`src/rtl/l2irq_pkg.sv`:
```
package l2irq_pkg;

   typedef struct packed {
      logic [7:0] status;
      logic [7:0] clr;
      logic [7:0] mstat;
      logic [7:0] mset;
      logic [7:0] mclr;
      logic       has_clr;
   } l2irq_map_t;

   // Offsets shift when the clear register is absent.
   function automatic l2irq_map_t reg_map(input bit latched);
      l2irq_map_t m;
      m.status = 8'h00;
      if (latched) begin
         m.has_clr = 1'b1;
         m.clr     = 8'h08;
         m.mstat   = 8'h0C;
         m.mset    = 8'h10;
         m.mclr    = 8'h14;
      end else begin
         m.has_clr = 1'b0;
         m.clr     = 8'hFF;
         m.mstat   = 8'h04;
         m.mset    = 8'h08;
         m.mclr    = 8'h0C;
      end
      return m;
   endfunction

endpackage

```
`src/rtl/l2irq_sync.sv`:
```
module l2irq_sync #(
   parameter int WIDTH  = 32,
   parameter int STAGES = 2
) (
   input  logic             clk,
   input  logic             rst_n,
   input  logic [WIDTH-1:0] d_in,
   output logic [WIDTH-1:0] q_out
);
   logic [WIDTH-1:0] chain [STAGES];

   for (genvar s = 0; s < STAGES; s++) begin : g_stage
      if (s == 0) begin : g_first
         always_ff @(posedge clk or negedge rst_n) begin
            if (!rst_n) chain[s] <= '0;
            else        chain[s] <= d_in;
         end
      end else begin : g_next
         always_ff @(posedge clk or negedge rst_n) begin
            if (!rst_n) chain[s] <= '0;
            else        chain[s] <= chain[s-1];
         end
      end
   end

   assign q_out = chain[STAGES-1];
endmodule

```
`src/rtl/l2irq_status.sv`:
```
module l2irq_status #(
   parameter int NUM_SRC = 32,
   parameter bit LATCHED = 1'b1
) (
   input  logic               clk,
   input  logic               rst_n,
   input  logic [NUM_SRC-1:0] lvl_in,
   input  logic [NUM_SRC-1:0] clr_vec,
   output logic [NUM_SRC-1:0] status_vec,
   output logic [NUM_SRC-1:0] edge_vec
);
   if (LATCHED) begin : g_latched
      logic [NUM_SRC-1:0] prev_q;
      logic [NUM_SRC-1:0] stat_q;

      always_ff @(posedge clk or negedge rst_n) begin
         if (!rst_n) prev_q <= '0;
         else        prev_q <= lvl_in;
      end

      assign edge_vec = lvl_in & ~prev_q;

      // A new edge outranks a clear of the same bit.
      always_ff @(posedge clk or negedge rst_n) begin
         if (!rst_n) stat_q <= '0;
         else        stat_q <= (stat_q & ~clr_vec) | edge_vec;
      end

      assign status_vec = stat_q;
   end else begin : g_level
      logic unused_clr;
      assign unused_clr = ^clr_vec;
      assign edge_vec   = '0;
      assign status_vec = lvl_in;
   end
endmodule

```
`src/rtl/l2irq_regs.sv`:
```
module l2irq_regs
   import l2irq_pkg::*;
#(
   parameter int NUM_SRC = 32,
   parameter int BUS_W   = 32,
   parameter int ADDR_W  = 5,
   parameter bit LATCHED = 1'b1
) (
   input  logic               clk,
   input  logic               rst_n,
   input  logic               wr_en,
   input  logic [ADDR_W-1:0]  addr,
   input  logic [BUS_W-1:0]   wr_data,
   input  logic [NUM_SRC-1:0] status_vec,
   output logic [NUM_SRC-1:0] mask_vec,
   output logic [NUM_SRC-1:0] clr_vec,
   output logic [BUS_W-1:0]   rd_data
);
   localparam l2irq_map_t MAP = reg_map(LATCHED);

   logic [7:0]         a8;
   logic               hit_status, hit_clr, hit_mstat, hit_mset, hit_mclr;
   logic [NUM_SRC-1:0] wbits;
   logic [NUM_SRC-1:0] mask_q;

   assign a8         = 8'(addr);
   assign wbits      = wr_data[NUM_SRC-1:0];
   assign hit_status = (a8 == MAP.status);
   assign hit_clr    = MAP.has_clr && (a8 == MAP.clr);
   assign hit_mstat  = (a8 == MAP.mstat);
   assign hit_mset   = (a8 == MAP.mset);
   assign hit_mclr   = (a8 == MAP.mclr);

   always_ff @(posedge clk or negedge rst_n) begin
      if (!rst_n)                  mask_q <= '1;
      else if (wr_en && hit_mset)  mask_q <= mask_q | wbits;
      else if (wr_en && hit_mclr)  mask_q <= mask_q & ~wbits;
   end

   assign mask_vec = mask_q;
   assign clr_vec  = (wr_en && hit_clr) ? wbits : '0;

   always_comb begin
      rd_data = '0;
      if (hit_status)     rd_data = BUS_W'(status_vec);
      else if (hit_mstat) rd_data = BUS_W'(mask_q);
   end
endmodule

```
`src/rtl/l2_irq_aggregator.sv`:
```
module l2_irq_aggregator #(
   parameter int NUM_SRC     = 32,
   parameter int BUS_W       = 32,
   parameter int ADDR_W      = 5,
   parameter int SYNC_STAGES = 2,
   parameter bit LATCHED     = 1'b1
) (
   input  logic               clk,
   input  logic               rst_n,
   input  logic [NUM_SRC-1:0] src_in,
   input  logic               wr_en,
   input  logic [ADDR_W-1:0]  addr,
   input  logic [BUS_W-1:0]   wr_data,
   output logic [BUS_W-1:0]   rd_data,
   output logic               irq_out
);
   if (NUM_SRC < 1 || NUM_SRC > BUS_W) begin : g_bad_src
      $error("NUM_SRC must be 1..BUS_W");
   end
   if (ADDR_W < 5 || ADDR_W > 8) begin : g_bad_addr
      $error("ADDR_W must be 5..8");
   end
   if (SYNC_STAGES < 2) begin : g_bad_sync
      $error("SYNC_STAGES must be at least 2");
   end

   logic [NUM_SRC-1:0] lvl_sync;
   logic [NUM_SRC-1:0] status_vec;
   logic [NUM_SRC-1:0] edge_vec;
   logic [NUM_SRC-1:0] mask_vec;
   logic [NUM_SRC-1:0] clr_vec;
   logic               irq_q;

   l2irq_sync #(.WIDTH(NUM_SRC), .STAGES(SYNC_STAGES)) u_sync (
      .clk(clk), .rst_n(rst_n), .d_in(src_in), .q_out(lvl_sync)
   );

   l2irq_status #(.NUM_SRC(NUM_SRC), .LATCHED(LATCHED)) u_status (
      .clk(clk), .rst_n(rst_n), .lvl_in(lvl_sync), .clr_vec(clr_vec),
      .status_vec(status_vec), .edge_vec(edge_vec)
   );

   l2irq_regs #(.NUM_SRC(NUM_SRC), .BUS_W(BUS_W), .ADDR_W(ADDR_W),
                .LATCHED(LATCHED)) u_regs (
      .clk(clk), .rst_n(rst_n), .wr_en(wr_en), .addr(addr),
      .wr_data(wr_data), .status_vec(status_vec), .mask_vec(mask_vec),
      .clr_vec(clr_vec), .rd_data(rd_data)
   );

   always_ff @(posedge clk or negedge rst_n) begin
      if (!rst_n) irq_q <= 1'b0;
      else        irq_q <= |(status_vec & ~mask_vec);
   end

   assign irq_out = irq_q;
endmodule

```
`config.mk`:
```
export PLATFORM = sky130hd
export DESIGN_NAME = l2_irq_aggregator
export DESIGN_NICKNAME = d
export VERILOG_FILES = /design/src/rtl/l2irq_pkg.sv /design/src/rtl/l2irq_sync.sv /design/src/rtl/l2irq_status.sv /design/src/rtl/l2irq_regs.sv /design/src/rtl/l2_irq_aggregator.sv
export SDC_FILE = /design/constraint.sdc
export NUM_CORES = 1
export LEC_CHECK = 0
export BUFFER_PORTS_ARGS = -buffer_cell sky130_fd_sc_hd__buf_2
export CAP_MARGIN = 20
export CORE_MARGIN = 2
export CORE_UTILIZATION = 49
export DETAILED_ROUTE_END_ITERATION = 10
export MAX_ROUTING_LAYER = met4
export PLACE_DENSITY = 0.8
export SYNTH_ARGS = -nofsm -noshare
export SYNTH_HDL_FRONTEND = slang
export SYNTH_SLANG_ARGS = --single-unit
```
`constraint.sdc`:
```
create_clock -name clk -period 1.3 [get_ports clk]
set_input_delay 0.13 -clock clk [delete_from_list [all_inputs] [get_ports clk]]
set_output_delay 0.13 -clock clk [all_outputs]
set_load 0.02 [all_outputs]
```
After elaboration in Yosys (flattened, before gate mapping)
Index checks and enable logic that the tools add are counted.
Widths: inputs -> output; s select.
{"block": "classes", "n_eq_ne": 4, "mux": 5, "bitwise": 10, "n_reduce_logical": 6}
{"cell": "$mux 32", "n": 5}
{"cell": "$and 32x32->32", "n": 4}
{"cell": "$not 32->32", "n": 4}
{"cell": "$or 32x32->32", "n": 2}
{"cell": "$reduce_or 32->1", "n": 1}
{"cell": "$eq 5x4->1 const B", "n": 2}
{"cell": "$eq 5x5->1 const B", "n": 2}
{"cell": "$logic_not 8->1", "n": 1}
{"cell": "$logic_and 1x1->1", "n": 3}
{"cell": "$reduce_bool 2->1", "n": 1}
{"block": "word_totals", "regBits": 161, "output_inout_bits": 33, "elab_cells": 31}

Depth between registers and ports, before layout
{"block": "logic_depth", "word_depth": 6, "depth_mapped": 6}

Hierarchy
From an unflattened synthesis, not the netlist that was laid out.
{"block": "unflattened", "hier_cells": 578, "area_unflattened_um2": 6817.8}
{"module": "l2irq_status", "n_inst": 1, "cells_each": 160, "area_each_um2": 2402.3, "seq_area_each_um2": 1601.5}
{"module": "l2irq_regs", "n_inst": 1, "cells_each": 268, "area_each_um2": 2297.2, "seq_area_each_um2": 840.8}
{"module": "l2irq_sync", "n_inst": 1, "cells_each": 96, "area_each_um2": 1841.8, "seq_area_each_um2": 1601.5}
{"module": "l2_irq_aggregator", "n_inst": 1, "cells_each": 54, "area_each_um2": 276.5, "seq_area_each_um2": 25.0}

Least setup slack after synthesis
OpenSTA, ideal clock, no wires.
{"block": "synth_timing", "kind": "input-to-output", "start": "input port addr[2]", "end": "output port rd_data[10]", "arrival_time_ps": 1311, "required_ps": 1170, "slack_ps": -141, "path_stages": 5, "path_buffers": 2, "path_cell_list": "buf_6 > or4_4 > nor2_4 > buf_6 > a22o_1"}
{"block": "synth_between", "elab_chain_cells": 3, "elab_cells_between_ends": 4, "cone_classes": "eq/ne (1); mux (2); reduce/logical (1)"}
{"item": "start: declaration", "line_no": "l2_irq_aggregator.sv:12", "rtl": "input logic [ADDR_W-1:0] addr,"}
{"item": "$eq 5x4->1", "line_no": "l2irq_regs.sv:30", "rtl": "assign hit_mstat = (a8 == MAP.mstat);"}
{"item": "$mux 32", "line_no": "l2irq_regs.sv:46", "rtl": "else if (hit_mstat) rd_data = BUS_W'(mask_q);"}
{"item": "$mux 32 *", "line_no": "l2irq_regs.sv:45", "rtl": "if (hit_status) rd_data = BUS_W'(status_vec);"}
{"item": "end: declaration", "line_no": "l2_irq_aggregator.sv:14", "rtl": "output logic [BUS_W-1:0] rd_data,"}
Mark *: on every way between the ends. The rest lies on a longest branch, timed or not.

Final worst setup path
{"block": "layout_timing", "start": "input port addr[0]", "end": "output port rd_data[24]"}
Same word-level chain as after synthesis.

==> results.ini <==
[grt]
grt_pass1_vias = 4968
grt-ovfl-total = 0
grt_pass1_wl_mm = 25.8
antenna_found_initial = 0
grt_max_degree = 52
track_usage = 0.282

[die]
core_area_um2 = 11500
fp-row-count = 39
die_x_um = 112
die_y_um = 112
io_pins = 105
start_util = 0.503
design.die.area_um2 = 12600

[clock_network]
cts_tree = yes
clock_sinks = 161
path_clk_slew_ps = 60
cts-root-buf = clkbuf_16
cts_max_level = 4
cts_made_buffers = 17
clk_latency_ps = 430
clk_path_buf_depth = 2

[drt]
drt_iter0_markers = 270
routed_via_density = 5.17
totalWireLength_mm = 16.0
drcViolationCount = 0
drt_pass1_iterations = 5
avgRoutedWirePerCell_um = 18.6
ant_nets = 0
num_vias = 4442

[sta]
clock_skew_ps = 7.04
setup_ws_ps = -297
fmax_mhz = 626
drv_slew = 0
finalCritPeriodShare = 1.23
relSlewSlack = 0.800
timing.hold.ws_ps = 145
period_minus_slack_ps = 1600
setup_violations = 33
hold_violations = 0
worst_pin_slew_ps = 298
setup_tns_ps = -8530
grt_setup_unrepaired = true

[setup_path]
cp_max_fo = 6
cp-start-kind = input pin
critPathArrivalTime_ps = 1470
worstSetupEndpointType = primary output
rr_endpoint = irq_out
reg2reg_depth = 4
startpoint = addr[0]
cp_data_required_time_ps = 1170
path_class = in2out
r2r_setup_slack_ps = -260

[status]
status = complete, but fails checks
violations = setup timing

[finish]
synthToLayoutAreaGrowth_pct = 55.6
final_nets = 776
antenna-diode-count = 0
fill_cells = 630
mostFrequentLayoutCell = dfrtp_1
utilization = 0.782
layout_common_cells = dfrtp_1 (129), buf_4 (92), buf_2 (69)
final_area_um2 = 8970
drive_gt1_frac = 0.425
layoutNonFillerInstCount = 860

[synth]
syn-num-nets = 502
synth-seq-cells = 161
ys_seq_area_frac = 0.706
synth_area_per_cell_um2 = 13.4
synth_warnings = 0
synth_cells = 430
netlist_area_um2 = 5760
synth_cell_types = 17

[placed_design]
place_ws_ps = -372
portBuffers = 104
dp_hpwl_mm = 8.94
dp_cells = 758
gp_congestion = 0.846
dpl_cell_area_um2 = 7430

[min_path]
hp-class = in2async

[power_and_ir_drop]
totalPowerFinal_mw = 12.0
powerDensity_nw_per_um2 = 1340
p_leak_nw = 4.55
irDropWorstVdd_uv = 1400

[flow_run]
cap_violations = 0

-- cells by family after synthesis --
group | synth area share
compound gates | 0.118
buf+inv | 0.0599
flops | 0.706
mux | 0.0556
simple gates | 0.0604
-- layer usage --
metal  up-vias  global-route usage  wire, µm
met5         -                   -         0
met4         0               0.151       652
met3        55              0.0729       775
met2       149               0.467      8450
met1      2232               0.315      6150
li1       2006                   -         -
-- cell type report --
class                   instances  area (µm²)  area share
flip-flops and latches        161        4070       0.454
multi-input cells             189        1640       0.183
repair buffers                271        2300       0.257
clock inverters                 6        35.0     0.00391
well taps                     143         179      0.0199
inverters                      64         240      0.0268
clock buffers                  26         499      0.0557
-- how the worst max path moves through the flow --
stage,to,slack (ps),cells past startpoint
2_1_floorplan,irq_out,-120,4
3_3_place_gp,irq_out,-370,4
3_5_place_dp,irq_out,-370,4
4_1_cts,rd_data[31],-290,7
5_1_grt,rd_data[0],-340,7
6_report,rd_data[24],-300,7
-- report_power, final --
part           internal, mW  switching, mW
combinational         0.968          0.784
sequential             5.52          0.194
clock                  2.63           1.89
total                  9.12           2.87
-- cells in the mapped netlist, drive strengths merged --
master / instances / area [µm²]
nand4: 4 / 25.0
buf: 12 / 85.1
dfrtp: 129 / 3230
or4: 2 / 18.8
nor4: 3 / 37.5
dfstp: 32 / 841
nand3b: 1 / 7.51
nor2: 1 / 11.3
clkbuf: 3 / 11.3
mux2i: 32 / 320
a22oi: 16 / 120
a22o: 64 / 561
nand2: 66 / 248
inv: 64 / 240
dlygate4sd1: 1 / 8.76
-- repair_timing --
action                                  CTS  global route
endpoints found under the hold margin   217             0
pin swaps                                 8             4
gates cloned                              3             0
endpoints found under the setup margin   33            33
hold buffers                             65             0
gates resized for setup                  76             3
buffers inserted                          3             0
-- critical path, stage by stage --
cell	delay, ps
buf_6	90
or4_4	540
nor2_4	140
buf_6	150
buf_12	130
a22o_1	160
buf_6	120
Power figures use the tool's default switching activity.
